[src/rtl/mpu_rx_pkg.sv]
package mpu_rx_pkg;
  localparam int CHAR_W = 8;

  typedef enum logic [2:0] {
    ST_IDLE,
    ST_START,
    ST_DATA,
    ST_MPB,
    ST_STOP
  } rx_st_e;

  typedef struct packed {
    logic [CHAR_W-1:0] data;
    logic              mpb;
    logic              stop_ok;
  } rx_char_t;
endpackage

[src/rtl/mpu_rx_sync.sv]
module mpu_rx_sync #(
  parameter int STAGES = 2
) (
  input  logic clk_i,
  input  logic rst_ni,
  input  logic d_i,
  output logic q_o
);
  logic [STAGES-1:0] sr_q;

  always_ff @(posedge clk_i or negedge rst_ni) begin
    if (!rst_ni) sr_q <= '1;
    else         sr_q <= {sr_q[STAGES-2:0], d_i};
  end

  assign q_o = sr_q[STAGES-1];
endmodule

[src/rtl/mpu_rx_frame.sv]
module mpu_rx_frame
  import mpu_rx_pkg::*;
#(
  parameter int OVS = 16
) (
  input  logic     clk_i,
  input  logic     rst_ni,
  input  logic     rx_i,
  input  logic     tick_i,
  input  logic     en_i,
  output logic     start_o,
  output logic     done_o,
  output rx_char_t char_o
);
  localparam int CW   = (OVS > 1) ? $clog2(OVS) : 1;
  localparam int BW   = $clog2(CHAR_W);
  localparam int HALF = OVS / 2 - 1;

  rx_st_e            st_q;
  logic [CW-1:0]     cnt_q;
  logic [BW-1:0]     idx_q;
  logic [CHAR_W-1:0] sh_q;
  logic              mpb_q;
  logic              stop_q;
  logic              bit_end;

  assign bit_end = tick_i && (cnt_q == CW'(OVS - 1));

  always_ff @(posedge clk_i or negedge rst_ni) begin
    if (!rst_ni) begin
      st_q    <= ST_IDLE;
      cnt_q   <= '0;
      idx_q   <= '0;
      sh_q    <= '0;
      mpb_q   <= 1'b0;
      stop_q  <= 1'b0;
      start_o <= 1'b0;
      done_o  <= 1'b0;
    end else begin
      start_o <= 1'b0;
      done_o  <= 1'b0;
      unique case (st_q)
        ST_IDLE: begin
          if (tick_i && en_i && !rx_i) begin
            st_q  <= ST_START;
            cnt_q <= '0;
          end
        end
        ST_START: begin
          if (tick_i) begin
            if (cnt_q == CW'(HALF)) begin
              cnt_q <= '0;
              if (!rx_i) begin
                st_q    <= ST_DATA;
                idx_q   <= '0;
                start_o <= 1'b1;
              end else begin
                st_q <= ST_IDLE;  // glitch, not a start bit
              end
            end else begin
              cnt_q <= cnt_q + 1'b1;
            end
          end
        end
        ST_DATA: begin
          if (bit_end) begin
            cnt_q <= '0;
            sh_q  <= {rx_i, sh_q[CHAR_W-1:1]};
            if (idx_q == BW'(CHAR_W - 1)) st_q <= ST_MPB;
            else                          idx_q <= idx_q + 1'b1;
          end else if (tick_i) begin
            cnt_q <= cnt_q + 1'b1;
          end
        end
        ST_MPB: begin
          if (bit_end) begin
            cnt_q <= '0;
            mpb_q <= rx_i;
            st_q  <= ST_STOP;
          end else if (tick_i) begin
            cnt_q <= cnt_q + 1'b1;
          end
        end
        ST_STOP: begin
          if (bit_end) begin
            cnt_q  <= '0;
            stop_q <= rx_i;
            done_o <= 1'b1;
            st_q   <= ST_IDLE;
          end else if (tick_i) begin
            cnt_q <= cnt_q + 1'b1;
          end
        end
        default: st_q <= ST_IDLE;
      endcase
    end
  end

  assign char_o = '{data: sh_q, mpb: mpb_q, stop_ok: stop_q};
endmodule

[src/rtl/mpu_rx_status.sv]
module mpu_rx_status
  import mpu_rx_pkg::*;
(
  input  logic              clk_i,
  input  logic              rst_ni,
  input  logic              start_i,
  input  logic              done_i,
  input  rx_char_t          char_i,
  input  logic              mp_mode_i,
  input  logic              wake_set_i,
  input  logic              clr_i,
  output logic [CHAR_W-1:0] data_o,
  output logic              ready_o,
  output logic              fer_o,
  output logic              ovr_o,
  output logic              mpb_o,
  output logic              wake_en_o
);
  logic              gate_q;
  logic              accept;
  logic              wake_hit;
  logic [CHAR_W-1:0] data_d;
  logic              ready_d, fer_d, ovr_d, mpb_d, wake_d;

  // filtering decision frozen at frame start
  always_ff @(posedge clk_i or negedge rst_ni) begin
    if (!rst_ni)      gate_q <= 1'b0;
    else if (start_i) gate_q <= wake_en_o && mp_mode_i;
  end

  assign accept   = done_i && !(gate_q && !char_i.mpb);
  assign wake_hit = done_i && gate_q && char_i.mpb;

  always_comb begin
    data_d  = data_o;
    ready_d = clr_i ? 1'b0 : ready_o;
    fer_d   = clr_i ? 1'b0 : fer_o;
    ovr_d   = clr_i ? 1'b0 : ovr_o;
    mpb_d   = mpb_o;
    wake_d  = wake_en_o;
    if (accept) begin
      mpb_d = char_i.mpb;
      if (!char_i.stop_ok) begin
        fer_d = 1'b1;
      end else if (ready_d) begin
        ovr_d = 1'b1;
      end else begin
        data_d  = char_i.data;
        ready_d = 1'b1;
      end
    end
    if (wake_set_i)    wake_d = 1'b1;
    else if (wake_hit) wake_d = 1'b0;
  end

  always_ff @(posedge clk_i or negedge rst_ni) begin
    if (!rst_ni) begin
      data_o    <= '0;
      ready_o   <= 1'b0;
      fer_o     <= 1'b0;
      ovr_o     <= 1'b0;
      mpb_o     <= 1'b0;
      wake_en_o <= 1'b0;
    end else begin
      data_o    <= data_d;
      ready_o   <= ready_d;
      fer_o     <= fer_d;
      ovr_o     <= ovr_d;
      mpb_o     <= mpb_d;
      wake_en_o <= wake_d;
    end
  end
endmodule

[src/rtl/mp_uart_rx.sv]
module mp_uart_rx
  import mpu_rx_pkg::*;
#(
  parameter int OVS         = 16,
  parameter int SYNC_STAGES = 2
) (
  input  logic              clk_i,
  input  logic              rst_ni,
  input  logic              rx_i,
  input  logic              tick_i,
  input  logic              rx_en_i,
  input  logic              mp_mode_i,
  input  logic              wake_set_i,
  input  logic              rie_i,
  input  logic              clr_flags_i,
  output logic [CHAR_W-1:0] data_o,
  output logic              ready_o,
  output logic              fer_o,
  output logic              ovr_o,
  output logic              mpb_o,
  output logic              wake_en_o,
  output logic              rxi_o,
  output logic              eri_o
);
  logic     rx_s;
  logic     start_w;
  logic     done_w;
  rx_char_t char_w;

  mpu_rx_sync #(.STAGES(SYNC_STAGES)) u_sync (
    .clk_i  (clk_i),
    .rst_ni (rst_ni),
    .d_i    (rx_i),
    .q_o    (rx_s)
  );

  mpu_rx_frame #(.OVS(OVS)) u_frame (
    .clk_i   (clk_i),
    .rst_ni  (rst_ni),
    .rx_i    (rx_s),
    .tick_i  (tick_i),
    .en_i    (rx_en_i),
    .start_o (start_w),
    .done_o  (done_w),
    .char_o  (char_w)
  );

  mpu_rx_status u_status (
    .clk_i      (clk_i),
    .rst_ni     (rst_ni),
    .start_i    (start_w),
    .done_i     (done_w),
    .char_i     (char_w),
    .mp_mode_i  (mp_mode_i),
    .wake_set_i (wake_set_i),
    .clr_i      (clr_flags_i),
    .data_o     (data_o),
    .ready_o    (ready_o),
    .fer_o      (fer_o),
    .ovr_o      (ovr_o),
    .mpb_o      (mpb_o),
    .wake_en_o  (wake_en_o)
  );

  assign rxi_o = rie_i & ready_o;
  assign eri_o = rie_i & (fer_o | ovr_o);
endmodule

[config.mk]
export PLATFORM = sky130hd
export DESIGN_NAME = mp_uart_rx
export DESIGN_NICKNAME = d
export VERILOG_FILES = /design/src/rtl/mpu_rx_pkg.sv /design/src/rtl/mpu_rx_sync.sv /design/src/rtl/mpu_rx_frame.sv /design/src/rtl/mpu_rx_status.sv /design/src/rtl/mp_uart_rx.sv
export SDC_FILE = /design/constraint.sdc
export NUM_CORES = 1
export LEC_CHECK = 0
export BUFFER_PORTS_ARGS = -buffer_cell sky130_fd_sc_hd__buf_2
export CAP_MARGIN = 25
export CORE_ASPECT_RATIO = 0.5
export CORE_MARGIN = 2
export CORE_UTILIZATION = 32
export DETAILED_ROUTE_END_ITERATION = 16
export PLACE_DENSITY = 0.61
export SETUP_SLACK_MARGIN = 0.05
export SYNTH_ARGS = -nofsm -noshare
export SYNTH_HDL_FRONTEND = slang
export SYNTH_SLANG_ARGS = --single-unit
[constraint.sdc]
create_clock -name clk_i -period 2.6 [get_ports clk_i]
set_input_delay 0 -clock clk_i [delete_from_list [all_inputs] [get_ports clk_i]]
set_output_delay 0 -clock clk_i [all_outputs]
set_load 0.01 [all_outputs]
# ---- Yosys cells after proc, flatten, opt, wreduce, memory -nomap -nowiden
# Index checks and enable logic that the tools add are counted.
dict set report op_classes {
  div_mod_pow 0
  addsub 2
  eq_ne 17
  mul 0
  mux 39
  reduce_logical 23
  order_cmp 0
  n_shift 0
  bitwise 4
}
# cell n
set op_table {}
lappend op_table {{2-to-1 mux 3 bit} 12}
lappend op_table {{2-to-1 mux 4 bit} 5}
lappend op_table {{2-to-1 mux 1 bit} 18}
lappend op_table {{one-hot mux 3 bit (5 select lines)} 1}
lappend op_table {{inequality test 2 x 1 -> 1 bit, second input constant} 6}
lappend op_table {{one-hot mux 4 bit (3 select lines)} 1}
lappend op_table {{logical AND 1 bit} 8}
lappend op_table {{AND reduction 7 bit} 1}
lappend op_table {{== test 3 x 2 -> 1 bit, second input constant} 2}
lappend op_table {{== test 3 bit, second input constant} 2}
lappend op_table {{inequality test 2 bit, second input constant} 3}
lappend op_table {{one-hot mux 3 bit (2 select lines)} 1}
lappend op_table {{AND reduction 2 bit} 3}
lappend op_table {{AND reduction 6 bit} 1}
lappend op_table {{adder 4 x 1 -> 4 bit, second input constant} 1}
lappend op_table {{== test 4 x 3 -> 1 bit, second input constant} 1}
lappend op_table {{== test 4 bit, second input constant} 1}
lappend op_table {{AND reduction 4 bit} 1}
lappend op_table {{nonzero test 2 bit} 2}
lappend op_table {{adder 3 x 1 -> 3 bit, second input constant} 1}
lappend op_table {{== test 3 x 1 -> 1 bit, second input constant} 1}
lappend op_table {{logical NOT 1 bit} 3}
lappend op_table {{logical NOT 3 bit} 1}
lappend op_table {{inequality test 3 x 1 -> 1 bit, second input constant} 1}
lappend op_table {{other kinds (7)} 8}
dict set report totals {
  out_inout_bits 15
  rom_bits 0
  latchBits 0
  n_memories 0
  ramBits 0
  wordCells 101
  register_bits 38
}

# ---- Logic depth before layout (Yosys ltp)
# Gate-level depths: netlist (run 1).
dict set report depth {
  ltp_word 5
  ltp_mapped 6
  depth_no_buf 6
}

# ---- Modules after synthesis
# From an unflattened synthesis (run 1), not the netlist that was laid out.
dict set report unflattened {
  hier_cells 137
  hier_area_um2 1706.6
}
# mod area_each_um2 seq_area_each_um2 instances cells_each
set by_module_without_submodules {}
lappend by_module_without_submodules {mpu_rx_frame 1054.8 550.5 1 93}
lappend by_module_without_submodules {mpu_rx_status 585.6 350.3 1 40}
lappend by_module_without_submodules {mpu_rx_sync 52.6 52.6 1 2}
lappend by_module_without_submodules {mp_uart_rx 13.8 0.0 1 2}

# ---- Worst setup path after synthesis (run 1)
# OpenSTA, ideal clock, no wires.
dict set report synth_path {
  path_kind {reg2reg}
  start {reg u_frame.idx_q[0]}
  end {reg u_frame.idx_q[0]}
  t_arrival_ns 1.746
  period_less_slack_ns 1.871
  path_stages_with_launch 7
  setup_slack_ns 0.729
  cell_sequence {dfrtp_1 -> ha_1 -> ha_1 -> or4b_4 -> a22oi_2 -> o211ai_2 -> mux2_4}
}
dict set report synth_between {
  elab_chain_cells 4
  word_cells_on_any_way 7
  cone_classes {add/sub (1); eq/ne (2); mux (3); reduce/logical (1)}
}
# element line_no
set synth_rtl {}
lappend synth_rtl {{start, declared} mpu_rx_frame.sv:21} ;# logic [BW-1:0] idx_q;
lappend synth_rtl {{start signal, assigned} mpu_rx_frame.sv:70} ;# else idx_q <= idx_q + 1'b1;
lappend synth_rtl {{adder 3 x 1 -> 3 bit} mpu_rx_frame.sv:70}
lappend synth_rtl {{2-to-1 mux 3 bit} mpu_rx_frame.sv:69} ;# if (idx_q == BW'(CHAR_W - 1)) st_q <= ST_MPB;
lappend synth_rtl {{2-to-1 mux 3 bit} mpu_rx_frame.sv:66} ;# if (bit_end) begin
lappend synth_rtl {{one-hot mux 3 bit (2 select lines)} mpu_rx_frame.sv:42} ;# unique case (st_q)
# Several ways; a longest one is shown, not always the timed one. The select of a mux whose other input is x is not followed.
# A chain may end at the register's enable or synchronous reset.

# ---- Worst setup path after layout (run 1)
# Ends and elaborated chain as after synthesis.

==> results.md, run 1 <==
* Clock Latency Late Sink at 0.29 ns
* Status: completed
* Max capacitance violation total at 0
* Combined area of all synthesized cells at 1720 um^2
* Total count of hold-check failures in the final report at 0
* Final Total Pwr at 1.39 mW
* Antenna cell count at 0
* Wirelength per Cell at 12.8 um
* Total Nets Final at 179
* Syn Area/Cell at 12.7 um^2
* Initial antenna violation count at 0
* Synth Warn # at 0
* Number of setup violations in the final report at 0
* Final Wtd Congestion at 0.765
* Overflow left after global routing at 0
* Via density per instance at 4.82
* Setup Total Neg Slack at 0 ns
* Number of global-route vias before repair at 1106
* Number of buffers added on ports at 23
* Num CTS Buffers at 5
* Fmax at 496 MHz
* Final worst clock skew at 0.00328 ns
* Leading cell types by total area after synthesis: dfrtp_1 52%, mux2_2 12%, dfstp_2 3.1%
* Pin count of the biggest net entering global routing at 39
* CP required at 2.77 ns
* Die Span Y at 55.9 um
* Cells after synthesis at 136
* GRT Resource Usage Total at 11.1%
* Area Growth Syn to Fin at 18.5%
* Share of synthesized area occupied by flip-flops and latches at 55.3%
* Buffers inserted by post-CTS timing repair at 0
* Post-route DRC at 0
* Area of the die at 6020 um^2
* CTS Root Buffer Type: clkbuf_8
* Number of max-slew violations in the final report at 0
* Critical Path Sink Type: flop
* Largest fanout on the critical path at 3
* Global-route wire length before repair at 5210 um
* Fraction of synthesized cell area taken by the top area cell type at 52.3%
* Final Critical Period at 2.02 ns
* Clock edge transition at the registers on the reported setup and hold paths at 0.07 ns
* WS Path Type: reg -> reg
* First-pass iteration count of the detailed router at 4
* Leakage at 1.02 nW
* Total core area at 5040 um^2
* Portion of the clock cycle consumed by the worst path in the final layout at 77.6%
* Routed via count at 1146
* Number of flops mapped to enable cells by yosys at 0
* Die width at 108 um
* Total nets after synthesis at 148
* Post-synthesis cell type with the largest combined area: dfrtp_1
* Synth async-reset ratio at 100%
* Most instantiated flip-flop cell in the synthesis netlist: dfrtp_1
* Worst-case headroom to the max-slew limit at 43.8%
* Data arrival, critical path at 2.19 ns
* Number of placement rows at 18
* Boundary Pins at 24
* HP Class: in -> reg
* Worst VDD drop at 0.000236 V
* DPL Wire Length at 2140 um
* Count of state elements after synthesis at 38
* List of most frequent post-synthesis cells: 36 x dfrtp_1, 19 x mux2_2, 8 x nand2_1
* Cell with the most instances after synthesis: dfrtp_1
* Starting utilization of the core area at 34.2%
* Critical path startpoint category: flop
* Total wire length after detailed routing at 3040 um
* Buffer levels on the longest clock path at 2
* Share of layout cells above drive strength 1 at 36.9%
* Transition time at the pin with the least slew margin at 0.843 ns
* Clock tree from TritonCTS: built
* CTS sink count at 38
* Number of library cell types mapped by synthesis at 44
* Power density over the cells at 679 nW/um^2
* Setup repair after global routing missed its margin: no
* Count of H-tree levels built during CTS at 2
* Initial drt markers at 26
* Fill cell instance count of the final layout at 499
* Final antenna-violating net count at 0
-- flip-flops by register name, indices dropped and copies added (netlist names), 2 cells and up --
name             count
u_sync.sr_q          2
u_frame.st_q         3
u_frame.idx_q        3
u_frame.sh_q         8
u_status.data_o      8
u_frame.cnt_q        4
-- where the power goes --
group / total, mW / switching, mW / internal [mW]
clock: 0.420 / 0.207 / 0.213
sequential: 0.723 / 0.0914 / 0.632
combinational: 0.243 / 0.118 / 0.125
-- cells by family after synthesis --
family	share of synthesized area (%)
compound gates	12.6
mux	13.3
simple gates	14.5
flops	55.3
buf+inv	2.11
fa+ha+maj	2.18
-- worst max-delay path, cell delays in order, from the launching register on --
cell and delay, ns:
dfrtp_1 0.41, ha_1 0.22, ha_1 0.21, or4b_4 0.48
a22oi_2 0.16, o211ai_2 0.15, mux2_4 0.28
-- cells in the final DEF (no fill, tap or decap), drive strengths merged, types with 2 or more instances in the layout --
master | netlist | layout
dfrtp | 36 | 36
buf | 4 | 23
mux2 | 20 | 20
nand2 | 8 | 8
clkbuf | 0 | 6
o21ai | 6 | 6
dlygate4sd3 | 0 | 5
nor2 | 5 | 5
nand2b | 4 | 4
nand3 | 4 | 4
a22o | 4 | 4
nand4 | 3 | 3
a21oi | 3 | 3
ha | 3 | 3
nor3b | 2 | 2
nor2b | 2 | 2
and3 | 2 | 2
inv | 2 | 2
a21o | 2 | 2
a32o | 2 | 2
or3 | 2 | 2
nor3 | 2 | 2
a2111oi | 2 | 2
dfstp | 2 | 2
or2 | 2 | 2
-- area by class of cell --
cell class / count / area, um^2 / share of cell area (%)
flip-flops and latches: 38 / 953 / 46.7
multi-input cells: 92 / 733 / 35.9
repair buffers: 28 / 165 / 8.09
clock inverters: 2 / 12.5 / 0.613
clock buffers: 6 / 82.6 / 4.04
well taps: 70 / 87.6 / 4.29
inverters: 2 / 7.51 / 0.368
-- through the flow --
stage	hold slack, ns	cell area, um^2	util, %	cells	setup slack (ns)
2_1_floorplan	-0.296	1720	-	136	0.729
3_3_place_gp	0.107	1900	37.6	225	0.684
3_5_place_dp	0.114	1900	37.6	225	0.608
4_1_cts	0.0414	2040	40.5	238	0.593
5_1_grt	0.0564	2040	40.5	238	0.545
6_report	0.0543	2040	40.5	238	0.584
-- routing by layer --
metal | vias to the layer above | track usage, % | wire [um]
li1 | 570 | - | -
met1 | 561 | 14.3 | 1480
met2 | 11 | 17.1 | 1410
met3 | 4 | 3.75 | 106
met4 | 0 | 4.95 | 44
met5 | - | 0 | 0
-- final timing paths --
kind | start | end | slack, ns | depth (start not counted)
max in group asynchronous | rst_ni | u_frame.sh_q[1] | 1.72 | 2
hold / removal | tick_i | u_frame.st_q[1] | 0.05 | 2
hold reg to reg | u_sync.sr_q[0] | u_sync.sr_q[1] | 0.36 | 0
setup / recovery | u_frame.idx_q[0] | u_frame.idx_q[0] | 0.58 | 6
min in group asynchronous | rst_ni | u_frame.cnt_q[2] | 0.34 | 2
setup reg to reg | u_frame.idx_q[0] | u_frame.idx_q[0] | 0.58 | 6
-- what timing repair did --
action	CTS	global route
resized for setup	0	0
endpoints found under the hold margin	41	0
hold buffers	5	0
No activity file was read; power rests on OpenSTA's default activity.
==> run 2, diff against run 1 <==
PLACE_DENSITY = 0.62   (was 0.61)
clock period = 1.8 ns   (was 2.6 ns; I/O delays follow)
==> results.md, run 2 (synthesized netlist as in run 1, its figures left out) <==
* Status: complete, but fails checks
* Failing checks: negative setup slack
* Final Wtd Congestion at 0.809
* Worst VDD drop at 0.000400 V
* Clock Latency Late Sink at 0.29 ns
* R2R depth at 6
* Max capacitance violation total at 0
* Boundary Pins at 24
* Portion of the clock cycle consumed by the worst path in the final layout at 105%
* Fill cell instance count of the final layout at 476
* Data arrival, critical path at 2.06 ns
* GRT Resource Usage Total at 11.3%
* Area of the die at 6020 um^2
* Number of stages on the worst hold path at 2
* Final Critical Period at 1.89 ns
* Die Span Y at 55.9 um
* Setup repair after global routing missed its margin: yes
* Die width at 108 um
* Startpoint of the worst-slack reg-to-reg timing path: u_frame.idx_q[1]
* Via density per instance at 4.84
* Routed via count at 1224
* Number of max-slew violations in the final report at 0
* Count of H-tree levels built during CTS at 2
* Total wire length after detailed routing at 3250 um
* Antenna cell count at 0
* CTS Root Buffer Type: clkbuf_8
* Worst-case headroom to the max-slew limit at 45.4%
* Total Nets Final at 194
* CTS sink count at 38
* Number of placement rows at 18
* Clock tree from TritonCTS: built
* Standard cell with the maximum stage delay on the critical path: or4b_4
* Fmax at 530 MHz
* Buffer levels on the longest clock path at 2
* CP required at 1.97 ns
* Area Growth Syn to Fin at 26.4%
* Post-route DRC at 0
* Leakage at 1.09 nW
* Number of buffers added on ports at 23
* Hold Path Sink: u_frame.st_q[1]
* Transition time at the pin with the least slew margin at 0.820 ns
* Power density over the cells at 975 nW/um^2
* Worst r2r dst: u_frame.idx_q[0]
* Largest stage delay on the critical path at 0.48 ns
* Cell area reported after detailed placement at 2000 um^2
* Most common cell after layout, fill and taps aside: dfrtp_1
* Number of global-route vias before repair at 1215
* Initial drt markers at 83
* Largest fanout on the critical path at 3
* Share of layout cells above drive strength 1 at 44.3%
* Clock edge transition at the registers on the reported setup and hold paths at 0.07 ns
* Critical Path Sink Type: flop
* HP Class: in -> reg
* Number of setup violations in the final report at 3
* Num CTS Buffers at 5
* WS Path Type: reg -> reg
* Total core area at 5040 um^2
* Commonest cells after routing, fill and taps aside: 36 x dfrtp_1, 23 x buf_2, 19 x mux2_2
* Global-route wire length before repair at 5400 um
* Overflow left after global routing at 0
* DPL Wire Length at 2280 um
* Biggest registers after layout: u_frame.sh_q (8), u_status.data_o (8), u_frame.cnt_q (4)
* Final antenna-violating net count at 0
* Finished Cell Area at 2180 um^2
* Wirelength per Cell at 12.9 um
* Ordered list of cells on the worst path: ha_2 -> ha_4 -> or4b_4 -> a22oi_2 -> o211ai_2 -> mux2_4
* First-pass iteration count of the detailed router at 4
* Critical path startpoint category: flop
* Total count of hold-check failures in the final report at 0
* WHS at 0.0515 ns
* Starting utilization of the core area at 34.2%
* PnR worst setup slack at -0.0860 ns
* Beginning of the worst hold path: tick_i
* Final worst clock skew at 0.00303 ns
* Pin count of the biggest net entering global routing at 39
* Worst reg2reg setup slack at -0.09 ns
* Initial antenna violation count at 0
-- run 2: worst max-delay path by stage --
stage / cells past startpoint / start / endpoint
floorplan: 6 / u_frame.idx_q[0] / u_frame.idx_q[0]
global placement: 6 / u_frame.idx_q[1] / u_frame.idx_q[0]
detailed placement: 6 / u_frame.idx_q[1] / u_frame.idx_q[0]
CTS: 6 / u_frame.idx_q[1] / u_frame.idx_q[0]
global route: 6 / u_frame.idx_q[0] / u_frame.idx_q[0]
finish: 6 / u_frame.idx_q[1] / u_frame.idx_q[0]
-- run 2: power by group --
| part | internal, mW | switching [mW] | total, mW |
|---|---|---|---|
| logic | 0.266 | 0.256 | 0.522 |
| clock network | 0.308 | 0.303 | 0.610 |
| registers | 0.914 | 0.0772 | 0.991 |
-- run 2: per-stage QoR --
step           std cells  util [%]  TNS [ns]  setup WS [ns]  power [mW]
3_3_place_gp         237      39.7   -0.0460        -0.0460        1.46
4_1_cts              250      42.6    -0.165        -0.0896        2.11
2_1_floorplan        136         -   -0.0293        -0.0293        1.32
3_5_place_dp         237      39.7    -0.120        -0.0893        1.47
5_1_grt              253      43.2    -0.261         -0.131        2.25
6_report             253      43.2    -0.106        -0.0860        2.12
-- run 2: critical path, delay by kind of cell (launching register included) --
family | cells | cell delay [ns]
muxes | 1 | 0.27
AOI/OAI and AO/OA | 2 | 0.28
adders and majority gates | 2 | 0.36
and+or+nand+nor | 1 | 0.48
DFF | 1 | 0.38
-- run 2: area by class of cell --
type	instances	area [um^2]	area share, %
repair buffers	43	278	12.8
clock inverters	2	12.5	0.574
flip-flops and latches	38	953	43.8
inverters	2	7.51	0.345
multi-input cells	92	757	34.8
well taps	70	87.6	4.02
clock buffers	6	82.6	3.79
-- run 2: per-layer routing --
layer  track usage [%]  vias up  routed length [um]
met5                 0        -                   0
met4              5.86        0                  59
met3              3.51        6                 163
met2              17.1       29                1430
met1              14.7      588                1600
li1                  -      601                   -
-- run 2: timing repair --
action | CTS | global route
hold buffers | 5 | 0
setup endpoints to repair | 3 | 16
resized for setup | 0 | 5
setup buffers | 0 | 3
pin swaps | 4 | 3
hold endpoints to repair | 41 | 0
